File: src/rtl/zs_pkg.sv
package zs_pkg;

  // Which source wins the output slot in a given cycle.
  typedef enum logic [1:0] {
    PICK_NONE = 2'd0,
    PICK_MARK = 2'd1,
    PICK_SKID = 2'd2,
    PICK_HEAD = 2'd3
  } pick_e;

endpackage

File: src/rtl/zs_phase_ctr.sv
module zs_phase_ctr #(
  parameter int PH_W    = 4,
  parameter int LANE_W  = 2,
  parameter int EPOCH_W = 6
) (
  input  logic               clk,
  input  logic               rst_n,
  input  logic               sclr,
  output logic               load_en,
  output logic               mark_due,
  output logic [EPOCH_W-1:0] epoch
);

  logic [PH_W-1:0]    ph_q;
  logic [EPOCH_W-1:0] epoch_q;

  always_ff @(posedge clk or negedge rst_n) begin
    if (!rst_n) begin
      ph_q    <= '0;
      epoch_q <= '0;
    end else if (sclr) begin
      ph_q    <= '0;
      epoch_q <= '0;
    end else begin
      ph_q <= ph_q + 1'b1;
      if (ph_q == {PH_W{1'b1}}) epoch_q <= epoch_q + 1'b1;
    end
  end

  // Lane bits at zero: take a fresh snapshot of all channels.
  assign load_en  = !sclr && (ph_q[LANE_W-1:0] == '0);
  // Whole phase at zero: a time marker is owed.
  assign mark_due = !sclr && (ph_q == '0);
  assign epoch    = epoch_q;

endmodule

File: src/rtl/zs_hold_shift.sv
module zs_hold_shift #(
  parameter int N_CH     = 4,
  parameter int CH_W     = 2,
  parameter int COARSE_W = 4,
  parameter int FINE_W   = 2
) (
  input  logic                       clk,
  input  logic                       rst_n,
  input  logic                       sclr,
  input  logic                       load_en,
  input  logic [N_CH-1:0]            hit_vld,
  input  logic [N_CH*COARSE_W-1:0]   hit_coarse,
  input  logic [N_CH*FINE_W-1:0]     hit_fine,
  output logic                       head_v,
  output logic [CH_W-1:0]            head_ch,
  output logic [COARSE_W-1:0]        head_coarse,
  output logic [FINE_W-1:0]          head_fine
);

  localparam int SLOT_W = 1 + CH_W + COARSE_W + FINE_W;

  logic [SLOT_W-1:0] slot_q [N_CH];

  for (genvar i = 0; i < N_CH; i++) begin : g_slot
    logic [SLOT_W-1:0] snap;
    assign snap = {hit_vld[i], CH_W'(i),
                   hit_coarse[i*COARSE_W +: COARSE_W],
                   hit_fine[i*FINE_W +: FINE_W]};

    if (i == N_CH - 1) begin : g_tail
      always_ff @(posedge clk or negedge rst_n) begin
        if (!rst_n)       slot_q[i] <= '0;
        else if (sclr)    slot_q[i] <= '0;
        else if (load_en) slot_q[i] <= snap;
        else              slot_q[i] <= '0;
      end
    end else begin : g_body
      always_ff @(posedge clk or negedge rst_n) begin
        if (!rst_n)       slot_q[i] <= '0;
        else if (sclr)    slot_q[i] <= '0;
        else if (load_en) slot_q[i] <= snap;
        else              slot_q[i] <= slot_q[i+1];
      end
    end
  end

  assign {head_v, head_ch, head_coarse, head_fine} = slot_q[0];

endmodule

File: src/rtl/zs_push_arb.sv
module zs_push_arb
  import zs_pkg::*;
#(
  parameter int WORD_W   = 9,
  parameter int CH_W     = 2,
  parameter int COARSE_W = 4,
  parameter int FINE_W   = 2,
  parameter int EPOCH_W  = 6
) (
  input  logic                clk,
  input  logic                rst_n,
  input  logic                sclr,
  input  logic                mark_due,
  input  logic [EPOCH_W-1:0]  epoch,
  input  logic                head_v,
  input  logic [CH_W-1:0]     head_ch,
  input  logic [COARSE_W-1:0] head_coarse,
  input  logic [FINE_W-1:0]   head_fine,
  output logic                skid_v,
  output logic                drop_ev,
  output logic                push_o,
  output logic [WORD_W-1:0]   word_o
);

  localparam int PAD_W = WORD_W - EPOCH_W;

  function automatic logic [WORD_W-1:0] enc_hit(
    input logic [CH_W-1:0] ch, input logic [COARSE_W-1:0] c,
    input logic [FINE_W-1:0] f);
    return {1'b1, ch, c, f};
  endfunction

  function automatic logic [WORD_W-1:0] enc_mark(input logic [EPOCH_W-1:0] e);
    return {{PAD_W{1'b0}}, e};
  endfunction

  logic [WORD_W-1:0] head_word, skid_q;
  logic              skid_vq;
  pick_e             pick;

  assign head_word = enc_hit(head_ch, head_coarse, head_fine);

  always_comb begin
    if (mark_due)     pick = PICK_MARK;
    else if (skid_vq) pick = PICK_SKID;
    else if (head_v)  pick = PICK_HEAD;
    else              pick = PICK_NONE;
  end

  assign drop_ev = mark_due && skid_vq && head_v;
  assign skid_v  = skid_vq;

  always_ff @(posedge clk or negedge rst_n) begin
    if (!rst_n) begin
      skid_vq <= 1'b0;
      skid_q  <= '0;
    end else if (sclr) begin
      skid_vq <= 1'b0;
      skid_q  <= '0;
    end else begin
      unique case (pick)
        PICK_MARK: if (!skid_vq && head_v) begin
          skid_vq <= 1'b1;
          skid_q  <= head_word;
        end
        PICK_SKID: begin
          skid_vq <= head_v;
          skid_q  <= head_v ? head_word : '0;
        end
        default: ;
      endcase
    end
  end

  always_ff @(posedge clk or negedge rst_n) begin
    if (!rst_n) begin
      push_o <= 1'b0;
      word_o <= '0;
    end else if (sclr) begin
      push_o <= 1'b0;
      word_o <= '0;
    end else begin
      push_o <= (pick != PICK_NONE);
      unique case (pick)
        PICK_MARK: word_o <= enc_mark(epoch);
        PICK_SKID: word_o <= skid_q;
        PICK_HEAD: word_o <= head_word;
        default:   word_o <= '0;
      endcase
    end
  end

endmodule

File: src/rtl/chgrp_zero_supp.sv
module chgrp_zero_supp #(
  parameter int N_CH     = 4,
  parameter int COARSE_W = 4,
  parameter int FINE_W   = 2,
  parameter int PH_W     = 4,
  localparam int CH_W    = $clog2(N_CH),
  localparam int WORD_W  = 1 + CH_W + COARSE_W + FINE_W
) (
  input  logic                     clk,
  input  logic                     rst_n,
  input  logic                     sclr,
  input  logic [N_CH-1:0]          hit_vld,
  input  logic [N_CH*COARSE_W-1:0] hit_coarse,
  input  logic [N_CH*FINE_W-1:0]   hit_fine,
  output logic                     push_o,
  output logic [WORD_W-1:0]        word_o
);

  localparam int EPOCH_W = WORD_W - 3;

  // Named internal events, observed by the bound checker.
  logic                load_en, mark_due;
  logic [EPOCH_W-1:0]  epoch;
  logic                head_v, skid_v, drop_ev;
  logic [CH_W-1:0]     head_ch;
  logic [COARSE_W-1:0] head_coarse;
  logic [FINE_W-1:0]   head_fine;

  zs_phase_ctr #(.PH_W(PH_W), .LANE_W(CH_W), .EPOCH_W(EPOCH_W)) u_phase (
    .clk(clk), .rst_n(rst_n), .sclr(sclr),
    .load_en(load_en), .mark_due(mark_due), .epoch(epoch)
  );

  zs_hold_shift #(.N_CH(N_CH), .CH_W(CH_W), .COARSE_W(COARSE_W), .FINE_W(FINE_W)) u_hold (
    .clk(clk), .rst_n(rst_n), .sclr(sclr), .load_en(load_en),
    .hit_vld(hit_vld), .hit_coarse(hit_coarse), .hit_fine(hit_fine),
    .head_v(head_v), .head_ch(head_ch), .head_coarse(head_coarse), .head_fine(head_fine)
  );

  zs_push_arb #(.WORD_W(WORD_W), .CH_W(CH_W), .COARSE_W(COARSE_W),
                .FINE_W(FINE_W), .EPOCH_W(EPOCH_W)) u_arb (
    .clk(clk), .rst_n(rst_n), .sclr(sclr),
    .mark_due(mark_due), .epoch(epoch),
    .head_v(head_v), .head_ch(head_ch), .head_coarse(head_coarse), .head_fine(head_fine),
    .skid_v(skid_v), .drop_ev(drop_ev), .push_o(push_o), .word_o(word_o)
  );

endmodule

File: config.mk
export PLATFORM = sky130hd
export DESIGN_NAME = chgrp_zero_supp
export DESIGN_NICKNAME = d
export VERILOG_FILES = /design/src/rtl/zs_pkg.sv /design/src/rtl/zs_phase_ctr.sv /design/src/rtl/zs_hold_shift.sv /design/src/rtl/zs_push_arb.sv /design/src/rtl/chgrp_zero_supp.sv
export SDC_FILE = /design/constraint.sdc
export NUM_CORES = 1
export LEC_CHECK = 0
export BUFFER_PORTS_ARGS = -buffer_cell sky130_fd_sc_hd__buf_2
export CORE_MARGIN = 2
export CORE_UTILIZATION = 50
export DETAILED_ROUTE_END_ITERATION = 16
export PLACE_DENSITY = 0.75
export RECOVER_POWER = 25
export SYNTH_ARGS = -nofsm -noshare
export SYNTH_HDL_FRONTEND = slang
export SYNTH_SLANG_ARGS = --single-unit
File: constraint.sdc
create_clock -name clk -period 1.75 [get_ports clk]
set_input_delay 0.0875 -clock clk [delete_from_list [all_inputs] [get_ports clk]]
set_output_delay 0.0875 -clock clk [all_outputs]
set_load 0.02 [all_outputs]
==> impl_metrics.toml, run 1 <==
[timing]
finalSetupViolCount = 0
fmax_ghz = 0.604
period_minus_slack_ns = 1.66
skew_ns = 0.00919
final.setup.tns_ns = 0
drv_slew = 0
tightest_slew_ns = 0.839
slew_headroom_pct = 44.1
grt_setup_unrepaired = "false"
period_share_pct = 94.6
final_hold_viol_count = 0

[clocking]
clk_latency_ns = 0.34
clockBufferDepth = 2
cts_sinks = 64
htree_num_levels = 3
cts_root_buf = "clkbuf_8"
cts_made_buffers = 9
postCtsSetupBuffers = 0
cts_tree = "done"
clk_pin_slew_ns = 0.07

[layout]
drive_gt1_share_pct = 23.9
stdcell_count = 352
fin_util_pct = 68.0
final_nets = 314
insertedDiodeCount = 0
syn_to_final_growth_pct = 28.8

[worst_setup_path]
required_ns = 1.97
crit_path_end_kind = "register"
crit_chain = "inv_1, ha_2, or3b_4, nand3_2, a21oi_4, a22o_1"
cp_max_fo = 9
cp_num_buf_inv = 1
cp-start-kind = "register"
cp_top_family = "simple AND/OR/NAND/NOR gates"
cp.depth = 6
cp_slowest_cell = "or3b_4"
cp_data_arrival_time_ns = 1.87
slowest_delay_ns = 0.42
path_class = "reg2reg"
ff2ff_path_depth = 6

[routing]
drtIter0Drc = 113
routed_wl_mm = 4.73
drtAntennaViolNets = 0
num_vias = 1776
drc = 0
drt_pass1_iterations = 4
vias_per_cell = 5.05
wire_per_inst_microns = 13.4

[place]
portBuffers = 40
dp.cells = 311
gp_congestion = 0.791
post-dp-hpwl_mm = 2.84

[global_routing]
antenna_found_initial = 0
grtUsageTotal_pct = 19.1
grt_pass1_wl_mm = 7.61
grt_max_degree = 65
grt_overflow_total = 0
grt_pass1_vias = 1654

[synth]
netlist_instances = 208
ys_async_sr_fraction_pct = 100
synth.cell_area_sq_um = 2540
ys_seq_area_share_pct = 63.0
yosysWarnings = 0
synth_cell_types = 30
synth_edf_count = 0
yosysTopAreaCell = "dfrtp_1"
synth_seq_cells = 64
syn-num-nets = 242
avgSynthCellArea_sq_um = 12.2
synth_most_common_cell = "dfrtp_1"
synth_common_cells = "64 x dfrtp_1, 36 x nor2_1, 22 x mux2i_1"
synth_top_area_share_pct = 63.0
netlist_top_cells_area = "dfrtp_1 63%, mux2i_1 8.7%, nor2_1 5.3%"
synth_ff_type = "dfrtp_1"

[die]
die_h_microns = 75.3
dieArea_sq_um = 5670
die_w_microns = 75.3
core-area_sq_um = 4820
num_rows = 25
ios = 41
start_util_pct = 52.8

[min_path]
min_path_type = "in2reg"
min_path_cells = 3

[power]
vdd_ir_drop_max_mv = 0.674
p_leak_nw = 1.67
power_density_nw_per_um2 = 941

[run_status]
status = "complete, no violations"

[job]
maxCapViolations = 0
placed cells by master, fill, tap and decap left out, types with 3 or more instances in the layout:
master	count
and2_1	11
a22o_1	14
dlygate4sd3_1	25
mux2i_1	22
a22oi_1	5
clkbuf_8	12
nor3_1	3
xnor2_1	3
buf_2	40
dfrtp_1	64
buf_4	6
inv_1	3
nor2_1	36
o21ai_0	4
xor2_1	3
nand3_1	4
nand2_1	5
nor2b_1	3
through the flow:
step	power (mW)	worst slack, ns	hold slack (ns)	area (sq um)
global placement	1.92	0.144	0.120	2840
global route	3.23	0.0175	0.00924	3280
finish	3.08	0.0941	0.0117	3280
floorplan	1.81	0.0913	-0.208	2540
detailed placement	1.93	0.0784	0.121	2840
CTS	3.12	0.0552	0.00202	3280
repair_timing:
| action | 4_1_cts | 5_1_grt |
|---|---|---|
| gates resized for setup | 0 | 3 |
| endpoints found under the setup margin | 0 | 11 |
| endpoints found under the hold margin | 88 | 0 |
| hold buffers | 25 | 0 |
path summary, 6_finish.rpt:
check / from / end / slack (ns)
max reg2reg: u_phase.ph_q[1] / u_arb.skid_q[0] / 0.09
max: u_phase.ph_q[1] / u_arb.skid_q[0] / 0.09
max in group asynchronous: rst_n / u_hold.slot_q[4] / 0.70
min: hit_coarse[4] / u_hold.slot_q[20] / 0.01
min reg2reg: u_hold.slot_q[25] / u_hold.head_ch[1] / 0.45
min in group asynchronous: rst_n / u_hold.head_v / 0.50
sequential cells by signal (all words and copies together) (netlist names):
name / flops
u_phase.epoch: 6
u_hold.slot_q: 26
u_arb.word_o: 9
u_hold.head_ch: 2
u_hold.head_v: 1
u_hold.head_coarse: 4
u_hold.head_fine: 2
u_arb.skid_q: 9
u_phase.ph_q: 4
u_arb.push_o: 1
worst register-to-register path, cell delays in order, from the launching register on:
cell and delay (ns):
dfrtp_1 0.40, inv_1 0.06, ha_2 0.20, or3b_4 0.42, nand3_2 0.11, a21oi_4 0.09, a22o_1 0.25
power breakdown:
part           internal (mW)  switching (mW)  leakage, nW
clock network          0.628           0.508       0.0927
registers               1.55          0.0300        0.866
logic                  0.173           0.190        0.715
routing by layer:
metal  vias to the layer above  track usage [%]  wire [microns]
met1                       861             21.7            2020
met4                         0             10.5             150
li1                        849                -               -
met5                         -                0               0
met2                        50             30.7            2330
met3                        16             7.67             228
cell type report:
class | count | area, sq um
sequential | 64 | 1600
fill | 387 | 1540
multi-input combinational | 130 | 891
timing repair buffer | 72 | 503
clock buffer | 14 | 173
tap | 67 | 83.8
clock inverter | 2 | 12.5
inverter | 3 | 11.3
cells by family (layout without fill, tap and decap cells):
group | Yosys count | in the layout | synth area share, %
AOI/OAI and AO/OA | 29 | 29 | 9.20
xor gates and xnor gates | 6 | 6 | 2.07
adders and majority gates | 3 | 3 | 1.48
buffers and inverters | 14 | 91 | 2.46
DFF | 64 | 64 | 63.0
muxes | 22 | 22 | 8.66
and+or+nand+nor | 70 | 70 | 13.2
(Power assumes the default switching activity.)
==> run 2, diff against run 1 <==
--- a/config.mk
+++ b/config.mk
@@ -8,9 +8,11 @@
 export BUFFER_PORTS_ARGS = -buffer_cell sky130_fd_sc_hd__buf_2
 export CORE_MARGIN = 2
 export CORE_UTILIZATION = 50
+export CTS_BUF_LIST = sky130_fd_sc_hd__clkbuf_4 sky130_fd_sc_hd__clkbuf_8
 export DETAILED_ROUTE_END_ITERATION = 16
-export PLACE_DENSITY = 0.75
+export PLACE_DENSITY = 0.71
 export RECOVER_POWER = 25
 export SYNTH_ARGS = -nofsm -noshare
 export SYNTH_HDL_FRONTEND = slang
+export SYNTH_HIERARCHICAL = 1
 export SYNTH_SLANG_ARGS = --single-unit
==> constraint.sdc (replaced) <==
create_clock -name clk -period 1.7 [get_ports clk]
set_input_delay 0.085 -clock clk [delete_from_list [all_inputs] [get_ports clk]]
set_output_delay 0.085 -clock clk [all_outputs]
set_load 0.02 [all_outputs]
==> impl_metrics.toml, run 2 <==
[run_status]
status = "complete, no violations"

[layout]
stdcell_count = 402
largest_registers = "u_hold/slot_q (26), u_arb/skid_q (9), u_arb/word_o (9)"
final_nets = 359
syn_to_final_growth_pct = 27.1
regMostFlops = "u_hold/slot_q"
largest_reg_flops = 26
layout_commonest_cell = "dfrtp_1"
insertedDiodeCount = 0
drive_gt1_share_pct = 30.3
fin_util_pct = 66.4
layout_common_cells = "64 x dfrtp_1, 40 x buf_2, 38 x nor2_1"
design_area_sq_um = 3700

[die]
die_w_microns = 80.3
die_h_microns = 80.3
ios = 41
dieArea_sq_um = 6450
start_util_pct = 52.3
core-area_sq_um = 5570
num_rows = 27

[power]
p_sw_share_pct = 23.2
comb_power_share_pct = 12.9
vdd_ir_drop_max_mv = 0.782
p_sw_mw = 0.847
p_leak_nw = 1.78
pwr-share-clk_pct = 42.2
p_seq_share_pct = 44.9
power_density_nw_per_um2 = 987
p_total_mw = 3.65
p_int_mw = 2.81

[global_routing]
grt_max_degree = 65
grtUsageTotal_pct = 18.9
antenna_found_initial = 0
grt_overflow_total = 0
grt_pass1_wl_mm = 9.16
grt_pass1_vias = 2062

[worst_setup_path]
crit_chain = "inv_1, ha_1, nor2b_4, nor3b_2, buf_6, buf_4, xor2_1, nand3_1, a31oi_1"
required_ns = 1.96
cp_data_arrival_time_ns = 1.93
cp-start-kind = "register"
crit_path_end_kind = "register"
slowest_delay_ns = 0.40
cp_slowest_cell = "dfrtp_1"
path_class = "reg2reg"
cp_max_fo = 8

[place]
placed_area_sq_um = 3130
post-dp-hpwl_mm = 3.19
gp_congestion = 0.790
post-place-ws_ns = -0.0406
dp.cells = 355
portBuffers = 40

[timing]
drv_slew = 0
final_hold_viol_count = 0
skew_ns = 0.00770
slew_headroom_pct = 43.6
setup_slack_ns = 0.0260
final.setup.tns_ns = 0
tightest_slew_ns = 0.846
period_minus_slack_ns = 1.67
finalSetupViolCount = 0
fmax_ghz = 0.597
worst_hold_slack_ns = 0.0167
grt_setup_unrepaired = "true"
period_share_pct = 98.5

[synth]
syn-num-nets = 290
yosysWarnings = 6
avgSynthCellArea_sq_um = 11.4
netlist_instances = 256
synth.cell_area_sq_um = 2910

[min_path]
min_path_type = "in2reg"

[clocking]
cts_tree = "done"
clk_latency_ns = 0.33
cts_made_buffers = 9
htree_num_levels = 3
clk_pin_slew_ns = 0.07
cts_sinks = 64
cts_root_buf = "clkbuf_8"
clockBufferDepth = 2

[routing]
drc = 0
drtAntennaViolNets = 0
vias_per_cell = 5.15
num_vias = 2070
drt_pass1_iterations = 4
wire_per_inst_microns = 14.1
drtIter0Drc = 109
routed_wl_mm = 5.65

[job]
maxCapViolations = 0
==> run 2: what timing repair did <==
item                       CTS  global route
setup endpoints to repair    2            17
setup buffers                0             5
hold buffers                26             0
resized for setup            2             9
hold endpoints to repair    89             0
==> run 2: worst max-delay path: cells and delay by family (launching register included) <==
kind	cells	cell delay (ns)
AOI/OAI and AO/OA	1	0.15
buffers and inverters	3	0.36
adders and majority gates	1	0.14
and+or+nand+nor	3	0.41
xor gates and xnor gates	1	0.14
DFF	1	0.40
==> run 2: worst paths after layout <==
path	start	end	slack, ns	cells after the start
hold / removal	hit_vld[0]	u_hold/head_v	0.02	3
setup / recovery	u_phase/ph_q[1]	u_arb/skid_q[7]	0.03	9
setup reg to reg	u_phase/ph_q[1]	u_arb/skid_q[7]	0.03	9
max in group asynchronous	rst_n	u_hold/slot_q[8]	0.65	3
min in group asynchronous	rst_n	u_phase/epoch[4]	0.52	3
hold reg to reg	u_hold/slot_q[25]	u_hold/head_ch[1]	0.46	1
==> run 2: cell type report <==
type	instances	area, sq um
clock inverter	2	60.1
clock buffer	14	180
fill	418	1870
timing repair buffer	83	608
tap	72	90.1
inverter	5	18.8
multi-input combinational	162	1140
sequential	64	1600
==> run 2: routing by layer <==
layer,vias to the layer above,GRT usage (%),part of all wire [%]
met5,-,0,0
met4,0,8.64,1.6
met3,7,5.17,5.1
met2,54,31.9,50
met1,1001,22.6,43
li1,1008,-,-
==> run 2: power groups by stage <==
stage,registers (mW),clock network (mW),logic [mW]
final,1.64,1.54,0.471
after detailed placement,1.67,0,0.390
after global placement,1.66,0,0.383
after global routing,1.64,1.64,0.518
after floorplan,1.66,0,0.281
after CTS,1.64,1.56,0.441
==> run 3, diff against run 2 <==
--- a/config.mk
+++ b/config.mk
@@ -10,9 +10,8 @@
 export CORE_UTILIZATION = 50
 export CTS_BUF_LIST = sky130_fd_sc_hd__clkbuf_4 sky130_fd_sc_hd__clkbuf_8
 export DETAILED_ROUTE_END_ITERATION = 16
-export PLACE_DENSITY = 0.71
+export PLACE_DENSITY = 0.72
 export RECOVER_POWER = 25
 export SYNTH_ARGS = -nofsm -noshare
 export SYNTH_HDL_FRONTEND = slang
-export SYNTH_HIERARCHICAL = 1
 export SYNTH_SLANG_ARGS = --single-unit
==> impl_metrics.toml, run 3 (synthesized netlist as in run 1, its figures left out) <==
[worst_setup_path]
crit_chain = "inv_1, ha_4, or3b_4, nand3_2, a21oi_4, a22o_1"
cp_slowest_cell = "or3b_4"
regToRegSetupSlack_ns = 0.09
cp-start-kind = "register"
r2r_end = "u_arb.skid_q[5]"
required_ns = 1.92
r2r-start = "u_phase.ph_q[1]"
cp_num_buf_inv = 1
cp_top_family = "simple AND/OR/NAND/NOR gates"
cp_data_arrival_time_ns = 1.83
cp_max_fo = 9
path_class = "reg2reg"
slowest_delay_ns = 0.41
ff2ff_path_depth = 6
crit_path_end_kind = "register"

[timing]
finalSetupViolCount = 0
fmax_ghz = 0.620
tightest_slew_ns = 0.826
drv_slew = 0
setup_slack_ns = 0.0881
period_share_pct = 94.8
period_minus_slack_ns = 1.61
skew_ns = 0.00537
grt_setup_unrepaired = "false"
final.setup.tns_ns = 0
final_hold_viol_count = 0
slew_headroom_pct = 45.0

[clocking]
cts_root_buf = "clkbuf_8"
clockBufferDepth = 2
clk_latency_ns = 0.34
htree_num_levels = 3
cts_sinks = 64
cts_made_buffers = 9
cts_tree = "done"
postCtsSetupBuffers = 0
clk_pin_slew_ns = 0.06

[layout]
drive_gt1_share_pct = 23.8
layout_commonest_cell = "dfrtp_1"
layout_common_cells = "64 x dfrtp_1, 40 x buf_2, 36 x nor2_1"
nFillCells = 384
regMostFlops = "u_hold.slot_q"
final_nets = 313
insertedDiodeCount = 0
syn_to_final_growth_pct = 27.9
largest_registers = "u_hold.slot_q (26), u_arb.skid_q (9), u_arb.word_o (9)"
largest_reg_flops = 26

[min_path]
worstHoldStart = "hit_coarse[2]"
min_to = "u_hold.head_coarse[2]"
min_path_cells = 3
min_path_type = "in2reg"

[global_routing]
grtUsageTotal_pct = 18.8
grt_pass1_wl_mm = 7.68
grt_max_degree = 65
antenna_found_initial = 0
grt_pass1_vias = 1740
grt_overflow_total = 0

[routing]
routed_wl_mm = 4.62
drt_pass1_iterations = 4
drtIter0Drc = 157
wire_per_inst_microns = 13.3
drtAntennaViolNets = 0
vias_per_cell = 4.96
drc = 0
num_vias = 1727

[die]
dieArea_sq_um = 5670
die_w_microns = 75.3
num_rows = 25
core-area_sq_um = 4820
ios = 41
start_util_pct = 52.8
die_h_microns = 75.3

[place]
gp_congestion = 0.808
post-place-ws_ns = 0.0285
portBuffers = 40
post-dp-hpwl_mm = 2.89

[power]
p_leak_nw = 1.67
power_density_nw_per_um2 = 956
vdd_ir_drop_max_mv = 0.615

[run_status]
status = "complete, no violations"

[job]
maxCapViolations = 0
[run 3: how the worst max path moves through the flow]
stage	startpoint	endpoint	slack (ns)	cells past startpoint
final	u_phase.ph_q[1]	u_arb.skid_q[5]	0.09	6
after global routing	u_phase.ph_q[1]	u_arb.skid_q[5]	0.02	6
after CTS	u_phase.ph_q[1]	u_arb.skid_q[5]	0.01	6
after detailed placement	u_phase.ph_q[1]	u_arb.skid_q[7]	0.03	6
after global placement	u_phase.ph_q[1]	u_arb.skid_q[1]	0.09	6
after floorplan	u_phase.ph_q[0]	u_arb.skid_q[0]	0.04	7
[run 3: metrics by stage]
stage          utilization [%]  area, sq um  total power, mW  instances  hold slack (ns)
6_report                  67.6         3250             3.11        348          0.00480
5_1_grt                   67.6         3250             3.27        348           0.0124
2_1_floorplan                -         2540             1.87        208           -0.211
4_1_cts                   67.4         3250             3.14        348         0.000767
3_3_place_gp              59.0         2840             1.98        311            0.118
3_5_place_dp              59.0         2840             1.99        311            0.119
[run 3: what timing repair did]
item / 4_1_cts / 5_1_grt
resized for setup: 0 / 4
hold buffers: 24 / 0
endpoints found under the hold margin: 87 / 0
endpoints found under the setup margin: 0 / 11
[run 3: final cells by class]
class | instances | area, sq um | area share [%]
timing repair buffer | 71 | 493 | 15.1
inverter | 3 | 11.3 | 0.346
clock buffer | 12 | 159 | 4.88
tap | 67 | 83.8 | 2.58
clock inverter | 1 | 5.00 | 0.154
sequential | 64 | 1600 | 49.2
multi-input combinational | 130 | 901 | 27.7
[run 3: power by group]
| group | leakage (nW) | switching (mW) | total, mW | internal (mW) |
|---|---|---|---|---|
| sequential | 0.866 | 0.0296 | 1.63 | 1.60 |
| combinational | 0.712 | 0.196 | 0.376 | 0.179 |
| clock | 0.0876 | 0.510 | 1.11 | 0.598 |
| total | 1.67 | 0.736 | 3.11 | 2.38 |
[run 3: tightest hold or removal path: stages]
cell     delay, ns
buf_2         0.08
mux2i_1       0.05
nor2_1        0.08
[run 3: metal layers]
layer | wire [microns] | track usage (%) | share of wire, % | up-vias
met2 | 2310 | 30.2 | 50 | 52
li1 | - | - | - | 847
met1 | 1940 | 22.7 | 42 | 815
met4 | 147 | 10.9 | 3.2 | 0
met5 | 0 | 0 | 0 | -
met3 | 219 | 5.56 | 4.7 | 13
